===== src/rtl/bcs_pkg.sv =====
package bcs_pkg;
    typedef enum logic [3:0] {
        ST_IDLE,
        ST_S0,
        ST_S1,
        ST_S2,
        ST_S3,
        ST_S4,
        ST_WAIT,
        ST_S5,
        ST_S6,
        ST_S7,
        ST_S8,
        ST_S9
    } bcs_state_e;
endpackage


===== src/rtl/bcs_sync.sv =====
module bcs_sync #(
    parameter int          STAGES  = 2,
    parameter int          W       = 2,
    parameter logic [W-1:0] RST_VAL = '1
) (
    input  logic         clk,
    input  logic         rst_n,
    input  logic [W-1:0] d_in,
    output logic [W-1:0] q_out
);
    for (genvar g = 0; g < STAGES; g++) begin : g_st
        logic [W-1:0] q;
        if (g == 0) begin : g_first
            always_ff @(posedge clk or negedge rst_n) begin
                if (!rst_n) q <= RST_VAL;
                else        q <= d_in;
            end
        end else begin : g_next
            always_ff @(posedge clk or negedge rst_n) begin
                if (!rst_n) q <= RST_VAL;
                else        q <= g_st[g-1].q;
            end
        end
    end

    assign q_out = g_st[STAGES-1].q;
endmodule


===== src/rtl/bcs_strobe_dec.sv =====
module bcs_strobe_dec (
    input  logic word,
    input  logic a0,
    output logic upper_en,
    output logic lower_en
);
    always_comb begin
        upper_en = word | ~a0;
        lower_en = word | a0;
    end
endmodule


===== src/rtl/bus_cycle_seq.sv =====
module bus_cycle_seq
    import bcs_pkg::*;
#(
    parameter int AW          = 24,
    parameter int DW          = 16,
    parameter int SYNC_STAGES = 2
) (
    input  logic          clk,
    input  logic          rst_n,
    input  logic          req_valid,
    output logic          req_ready,
    input  logic          req_rnw,
    input  logic          req_word,
    input  logic [AW-1:0] req_addr,
    input  logic [2:0]    req_fc,
    input  logic [DW-1:0] req_wdata,
    output logic          rsp_done,
    output logic          rsp_err,
    output logic [DW-1:0] rsp_rdata,
    output logic [2:0]    bus_fc,
    output logic          bus_rnw,
    output logic [AW-2:0] bus_addr,
    output logic          bus_addr_oe,
    output logic          bus_as_n,
    output logic          bus_uds_n,
    output logic          bus_lds_n,
    output logic [DW-1:0] bus_dout,
    output logic          bus_dout_oe,
    input  logic [DW-1:0] bus_din,
    input  logic          bus_dtack_n,
    input  logic          bus_berr_n
);
    localparam int NSYNC = 2;

    bcs_state_e state_q, state_d;

    logic [AW-1:0] cap_addr;
    logic          cap_rnw;
    logic          cap_word;
    logic [2:0]    cap_fc;
    logic [DW-1:0] cap_wdata;
    logic [DW-1:0] rdata_q;
    logic          err_q;
    logic          accept;
    logic [NSYNC-1:0] sync_q;
    logic          ack_seen;
    logic          berr_seen;
    logic          upper_en;
    logic          lower_en;

    bcs_sync #(
        .STAGES (SYNC_STAGES),
        .W      (NSYNC),
        .RST_VAL('1)
    ) u_sync (
        .clk   (clk),
        .rst_n (rst_n),
        .d_in  ({bus_berr_n, bus_dtack_n}),
        .q_out (sync_q)
    );

    assign ack_seen  = ~sync_q[0];
    assign berr_seen = ~sync_q[1];

    bcs_strobe_dec u_dec (
        .word     (cap_word),
        .a0       (cap_addr[0]),
        .upper_en (upper_en),
        .lower_en (lower_en)
    );

    assign accept = (state_q == ST_IDLE) && req_valid;

    // next-state logic
    always_comb begin
        state_d = state_q;
        unique case (state_q)
            ST_IDLE: if (accept) state_d = ST_S0;
            ST_S0:   state_d = ST_S1;
            ST_S1:   state_d = ST_S2;
            ST_S2:   state_d = ST_S3;
            ST_S3:   state_d = ST_S4;
            ST_S4:   state_d = (ack_seen || berr_seen) ? ST_S5 : ST_WAIT;
            ST_WAIT: state_d = ST_S4;
            ST_S5:   state_d = ST_S6;
            ST_S6:   state_d = ST_S7;
            ST_S7:   state_d = err_q ? ST_S8 : ST_IDLE;
            ST_S8:   state_d = ST_S9;
            ST_S9:   state_d = ST_IDLE;
            default: state_d = ST_IDLE;
        endcase
    end

    // state register and captured transfer fields
    always_ff @(posedge clk or negedge rst_n) begin
        if (!rst_n) begin
            state_q   <= ST_IDLE;
            cap_addr  <= '0;
            cap_rnw   <= 1'b1;
            cap_word  <= 1'b0;
            cap_fc    <= '0;
            cap_wdata <= '0;
            rdata_q   <= '0;
            err_q     <= 1'b0;
        end else begin
            state_q <= state_d;
            if (accept) begin
                cap_addr  <= req_addr;
                cap_rnw   <= req_rnw;
                cap_word  <= req_word;
                cap_fc    <= req_fc;
                cap_wdata <= req_wdata;
                err_q     <= 1'b0;
            end
            if (state_q == ST_S4 && (ack_seen || berr_seen))
                err_q <= berr_seen && !ack_seen;
            if (state_q == ST_S6 && cap_rnw)
                rdata_q <= bus_din;
        end
    end

    // bus and response outputs
    always_comb begin
        req_ready   = 1'b0;
        bus_rnw     = cap_rnw;
        bus_addr_oe = 1'b0;
        bus_as_n    = 1'b1;
        bus_uds_n   = 1'b1;
        bus_lds_n   = 1'b1;
        bus_dout_oe = 1'b0;
        rsp_done    = 1'b0;
        rsp_err     = 1'b0;
        unique case (state_q)
            ST_IDLE: begin
                req_ready = 1'b1;
                bus_rnw   = 1'b1;
            end
            ST_S0: ;
            ST_S1: bus_addr_oe = 1'b1;
            ST_S2: begin
                bus_addr_oe = 1'b1;
                bus_as_n    = 1'b0;
                bus_uds_n   = ~upper_en;
                bus_lds_n   = ~lower_en;
            end
            ST_S3, ST_S4, ST_WAIT, ST_S5, ST_S6: begin
                bus_addr_oe = 1'b1;
                bus_as_n    = 1'b0;
                bus_uds_n   = ~upper_en;
                bus_lds_n   = ~lower_en;
                bus_dout_oe = ~cap_rnw;
            end
            ST_S7: begin
                bus_dout_oe = ~cap_rnw;
                rsp_done    = ~err_q;
            end
            ST_S8: ;
            ST_S9: begin
                rsp_done = 1'b1;
                rsp_err  = 1'b1;
            end
            default: ;
        endcase
    end

    assign bus_fc    = cap_fc;
    assign bus_addr  = cap_addr[AW-1:1];
    assign bus_dout  = cap_wdata;
    assign rsp_rdata = rdata_q;
endmodule


===== config.mk =====
export PLATFORM = sky130hd
export DESIGN_NAME = bus_cycle_seq
export DESIGN_NICKNAME = d
export VERILOG_FILES = /design/src/rtl/bcs_pkg.sv /design/src/rtl/bcs_sync.sv /design/src/rtl/bcs_strobe_dec.sv /design/src/rtl/bus_cycle_seq.sv
export SDC_FILE = /design/constraint.sdc
export NUM_CORES = 1
export LEC_CHECK = 0
export ABC_AREA = 1
export BUFFER_PORTS_ARGS = -buffer_cell sky130_fd_sc_hd__buf_4
export CAP_MARGIN = 10
export CORE_MARGIN = 2
export CORE_UTILIZATION = 43
export CTS_BUF_LIST = sky130_fd_sc_hd__clkbuf_2
export DETAILED_ROUTE_END_ITERATION = 12
export PLACE_DENSITY = 0.78
export SLEW_MARGIN = 15
export SYNTH_ARGS = -nofsm -noshare
export SYNTH_HDL_FRONTEND = slang
export SYNTH_SLANG_ARGS = --single-unit

===== constraint.sdc =====
create_clock -name clk -period 1.2 [get_ports clk]
set_input_delay 0.06 -clock clk [delete_from_list [all_inputs] [get_ports clk]]
set_output_delay 0.06 -clock clk [all_outputs]
set_load 0.02 [all_outputs]

==> parameters.txt <==
Parameter                              Value

Setup path
  Critical path class ... flop to output port
  Worst Reg2Reg Path Length in Cells ... 9
  Critical R2R Capture ... bus_dout[13]$_DFFE_PN0P_
  Crit path DAT ... 1.65 ns
  Required time of the critical path ... 1.14 ns
  Highest net fanout along the worst path ... 5
  Launch point of the critical path ... state_q[1]$_DFFE_PN0P_
  FF-to-FF Start ... state_q[1]$_DFFE_PN0P_
  Reg2reg setup slack ... -0.48 ns
  Endpoint kind of the worst setup timing path ... output port
  Nature of the critical path startpoint ... flop

Drt
  DRC violations left ... 0
  First-pass iteration count of the detailed router ... 4
  Routed via count divided by cell count ... 4.995
  Detailed Route Iter0 Violations ... 169
  Routed length per instance ... 16.96 um
  Vias after detailed routing ... 3202
  Post-detailed-route count of antenna-violating nets ... 0
  Routed WL ... 10870 um

Yosys
  Largest family of logic cells by synthesized area ... simple AND/OR/NAND/NOR gates
  Share of the yosys chip area belonging to registers ... 0.6278
  Multiplexer share of the synthesized area ... 0
  Post-synthesis instance total ... 319
  Number of synthesized register bits ... 70
  Complex-gate fraction of the synthesized area ... 0.01698
  Fraction of the mapped netlist area in adder cells ... 0
  Post-synthesis simple-gate area fraction ... 0.3110
  Xor-xnor portion of the synthesized cell area ... 0
  Syn Std Cell Area ... 2800 um2
  Avg Synthesized Cell Area ... 8.778 um2
  Number of distinct library cells after synthesis ... 20
  Number of warnings issued by yosys ... 0
  Total nets after synthesis ... 385

Clocking
  CTS tree ... yes
  Clock root buffer ... sky130_fd_sc_hd__clkbuf_2
  Clock transition at the registers of the reported paths ... 0.20 ns
  Inserted Clock Buffers ... 9
  Clock sinks ... 70
  H-tree Lvls ... 3
  Later-pin clock latency in the skew report ... 0.48 ns
  Number of buffers on the longest clock path ... 2

Global route
  Vias in the first global route ... 3163
  Aggregate global-route resource usage ... 0.2593
  Global route total overflow ... 0
  Wire length of the first global-routing pass ... 14720 um
  Initial antenna violation count ... 0
  Maximum number of pins on one net before global-route repair ... 38

Layout
  Number of standard cells in the layout, taps in and fillers out ... 641
  Diodes inserted ... 0
  Area growth from synthesis to layout ... 92.49%
  Final core utilization ... 0.8537
  Fill cell instance count of the final layout ... 344
  Share of post-route cells with drive strength above 1 ... 0.4592
  Fin nets ... 625
  Cell area after layout ... 5390 um2

Outcome
  Status ... finished with violations
  Violations in the final reports ... setup timing

STA
  Hold Slack ... 0.1213 ns
  Fmax achieved ... 0.5844 GHz
  Total negative setup slack ... -28.83 ns
  Transition time of the tightest slew-check pin ... 0.4978 ns
  Final WS setup ... -0.5111 ns
  Unrepaired setup endpoints after global routing ... true
  Final min period ... 1.711 ns
  Worst clock skew on the final layout ... 0.02069 ns
  Max-slew violations ... 0
  Setup violations, final ... 71
  Final Hold Violating Endpoints ... 0
  Rel. slew slack ... 0.6670
  Share of the cycle needed by the critical path after routing ... 1.426

Place
  Cell area reported after detailed placement ... 3973 um2
  Hpwl dp ... 5306 um
  Number of port buffers ... 132
  GP Congestion ... 0.9508
  Post-Place Cells ... 533

Flow run
  Max-capacitance violation count ... 0

Die
  Die H ... 84.70 um
  Die Outline Area ... 7173 um2
  Number of standard-cell rows in the floorplan ... 29
  Horizontal die dimension ... 84.70 um
  Core area ... 6314 um2
  Initial Utilization ... 0.4435
  IO Count ... 133

Power
  Cell leakage power ... 2.862 nW
  Worst voltage drop across the vdd grid ... 1991 uV
  Cell area power density ... 2538 nW/um2

Hold path
  Worst hold-check path type ... input port to async pin
cell usage after synthesis:
master	number	area share
sky130_fd_sc_hd__a211oi_1	1	0.0027
sky130_fd_sc_hd__a21oi_1	2	0.0036
sky130_fd_sc_hd__buf_2	3	0.0054
sky130_fd_sc_hd__buf_4	1	0.0027
sky130_fd_sc_hd__buf_6	4	0.016
sky130_fd_sc_hd__clkbuf_1	3	0.0040
sky130_fd_sc_hd__dfrtp_1	65	0.58
sky130_fd_sc_hd__dfstp_2	5	0.047
sky130_fd_sc_hd__inv_1	10	0.013
sky130_fd_sc_hd__inv_2	2	0.0027
sky130_fd_sc_hd__nand2_1	192	0.26
sky130_fd_sc_hd__nand2_2	3	0.0067
sky130_fd_sc_hd__nand3_1	7	0.013
sky130_fd_sc_hd__nand3_2	1	0.0036
sky130_fd_sc_hd__nand4_1	1	0.0022
sky130_fd_sc_hd__nor2_1	6	0.0080
sky130_fd_sc_hd__nor2_2	3	0.0067
sky130_fd_sc_hd__nor2_4	3	0.012
sky130_fd_sc_hd__nor3_1	1	0.0018
sky130_fd_sc_hd__o21ai_0	6	0.011
cell usage in the layout, fill, tap and decap left out, drive strengths merged, types with 2 or more instances in the layout:
| cell | synthesis | final |
|---|---|---|
| dfstp | 5 | 5 |
| nand3 | 8 | 8 |
| o21ai | 6 | 6 |
| clkbuf | 3 | 14 |
| bufinv | 0 | 2 |
| clkinvlp | 0 | 2 |
| dlygate4sd3 | 0 | 66 |
| dfrtp | 65 | 65 |
| inv | 12 | 12 |
| buf | 8 | 171 |
| nand2 | 195 | 195 |
| nor2 | 12 | 12 |
| a21oi | 2 | 2 |
kinds of logic after synthesis:
family	count (synthesis)
compound gates	9
buf+inv	23
flops	70
simple gates	217
per-layer routing:
| layer | routed length (um) | vias to the layer above | GRT usage |
|---|---|---|---|
| li1 | - | 1451 | - |
| met1 | 4036 | 1580 | 0.3040 |
| met2 | 5871 | 138 | 0.4603 |
| met3 | 612 | 33 | 0.05408 |
| met4 | 350 | 0 | 0.1097 |
| met5 | 0 | - | 0 |
critical path, cell delays in order (launching register included):
cell and delay, ns:
sky130_fd_sc_hd__dfrtp_2 0.50, sky130_fd_sc_hd__nand2_2 0.19, sky130_fd_sc_hd__nand2_2 0.09, sky130_fd_sc_hd__o21ai_2 0.09, sky130_fd_sc_hd__nand2_2 0.12, sky130_fd_sc_hd__nand2_2 0.08, sky130_fd_sc_hd__buf_6 0.11
registers in the layout, summed over array words and instances, names as in the netlist:
register and count:
cap_word 1, err_q 1, cap_addr 24, state_q 4
u_sync.q_out 2, bus_fc 3, bus_dout 16, rsp_rdata 16
cap_rnw 1, u_sync.g_st.q 2
where the power goes:
group	total, W	internal (W)	switching [W]	leakage, nW
registers	0.00424	0.00343	0.000809	0.826
logic	0.00784	0.00359	0.00425	1.96
clock network	0.00159	0.000710	0.000885	0.0784
per-stage QoR:
stage	power, W	setup WS (ns)
2_1_floorplan	0.007242	0.003124
3_3_place_gp	0.009826	-0.02141
3_5_place_dp	0.01001	-0.06956
4_1_cts	0.01244	-0.5291
5_1_grt	0.01441	-0.5831
6_report	0.01368	-0.5111
area by class of cell:
| class | count | area, um2 | share of cell area |
|---|---|---|---|
| clock buffers | 11 | 55.05 | 0.01021 |
| flip-flops and latches | 70 | 1762 | 0.3268 |
| well taps | 77 | 96.34 | 0.01787 |
| inverters | 12 | 47.55 | 0.008821 |
| multi-input cells | 226 | 1161 | 0.2154 |
| clock inverters | 5 | 83.83 | 0.01555 |
| repair buffers | 240 | 2185 | 0.4053 |
worst max path at each step:
stage                               to  slack [ns]  cells past startpoint
2_1_floorplan  bus_dout[0]$_DFFE_PN0P_       0.003                      7
5_1_grt                      bus_uds_n       -0.58                      6
3_3_place_gp                 bus_lds_n       -0.02                      5
6_report                     bus_uds_n       -0.51                      6
4_1_cts                      bus_uds_n       -0.53                      7
3_5_place_dp         err_q$_DFFE_PN0P_       -0.07                      5
what timing repair did:
item,in CTS,in global routing
resized for setup,30,82
hold endpoints to repair,135,0
setup buffers,9,15
pin swaps,7,11
hold buffers,66,0
setup endpoints to repair,74,89
cloned,3,3
Note: power is estimated with default switching activity, not from simulation.
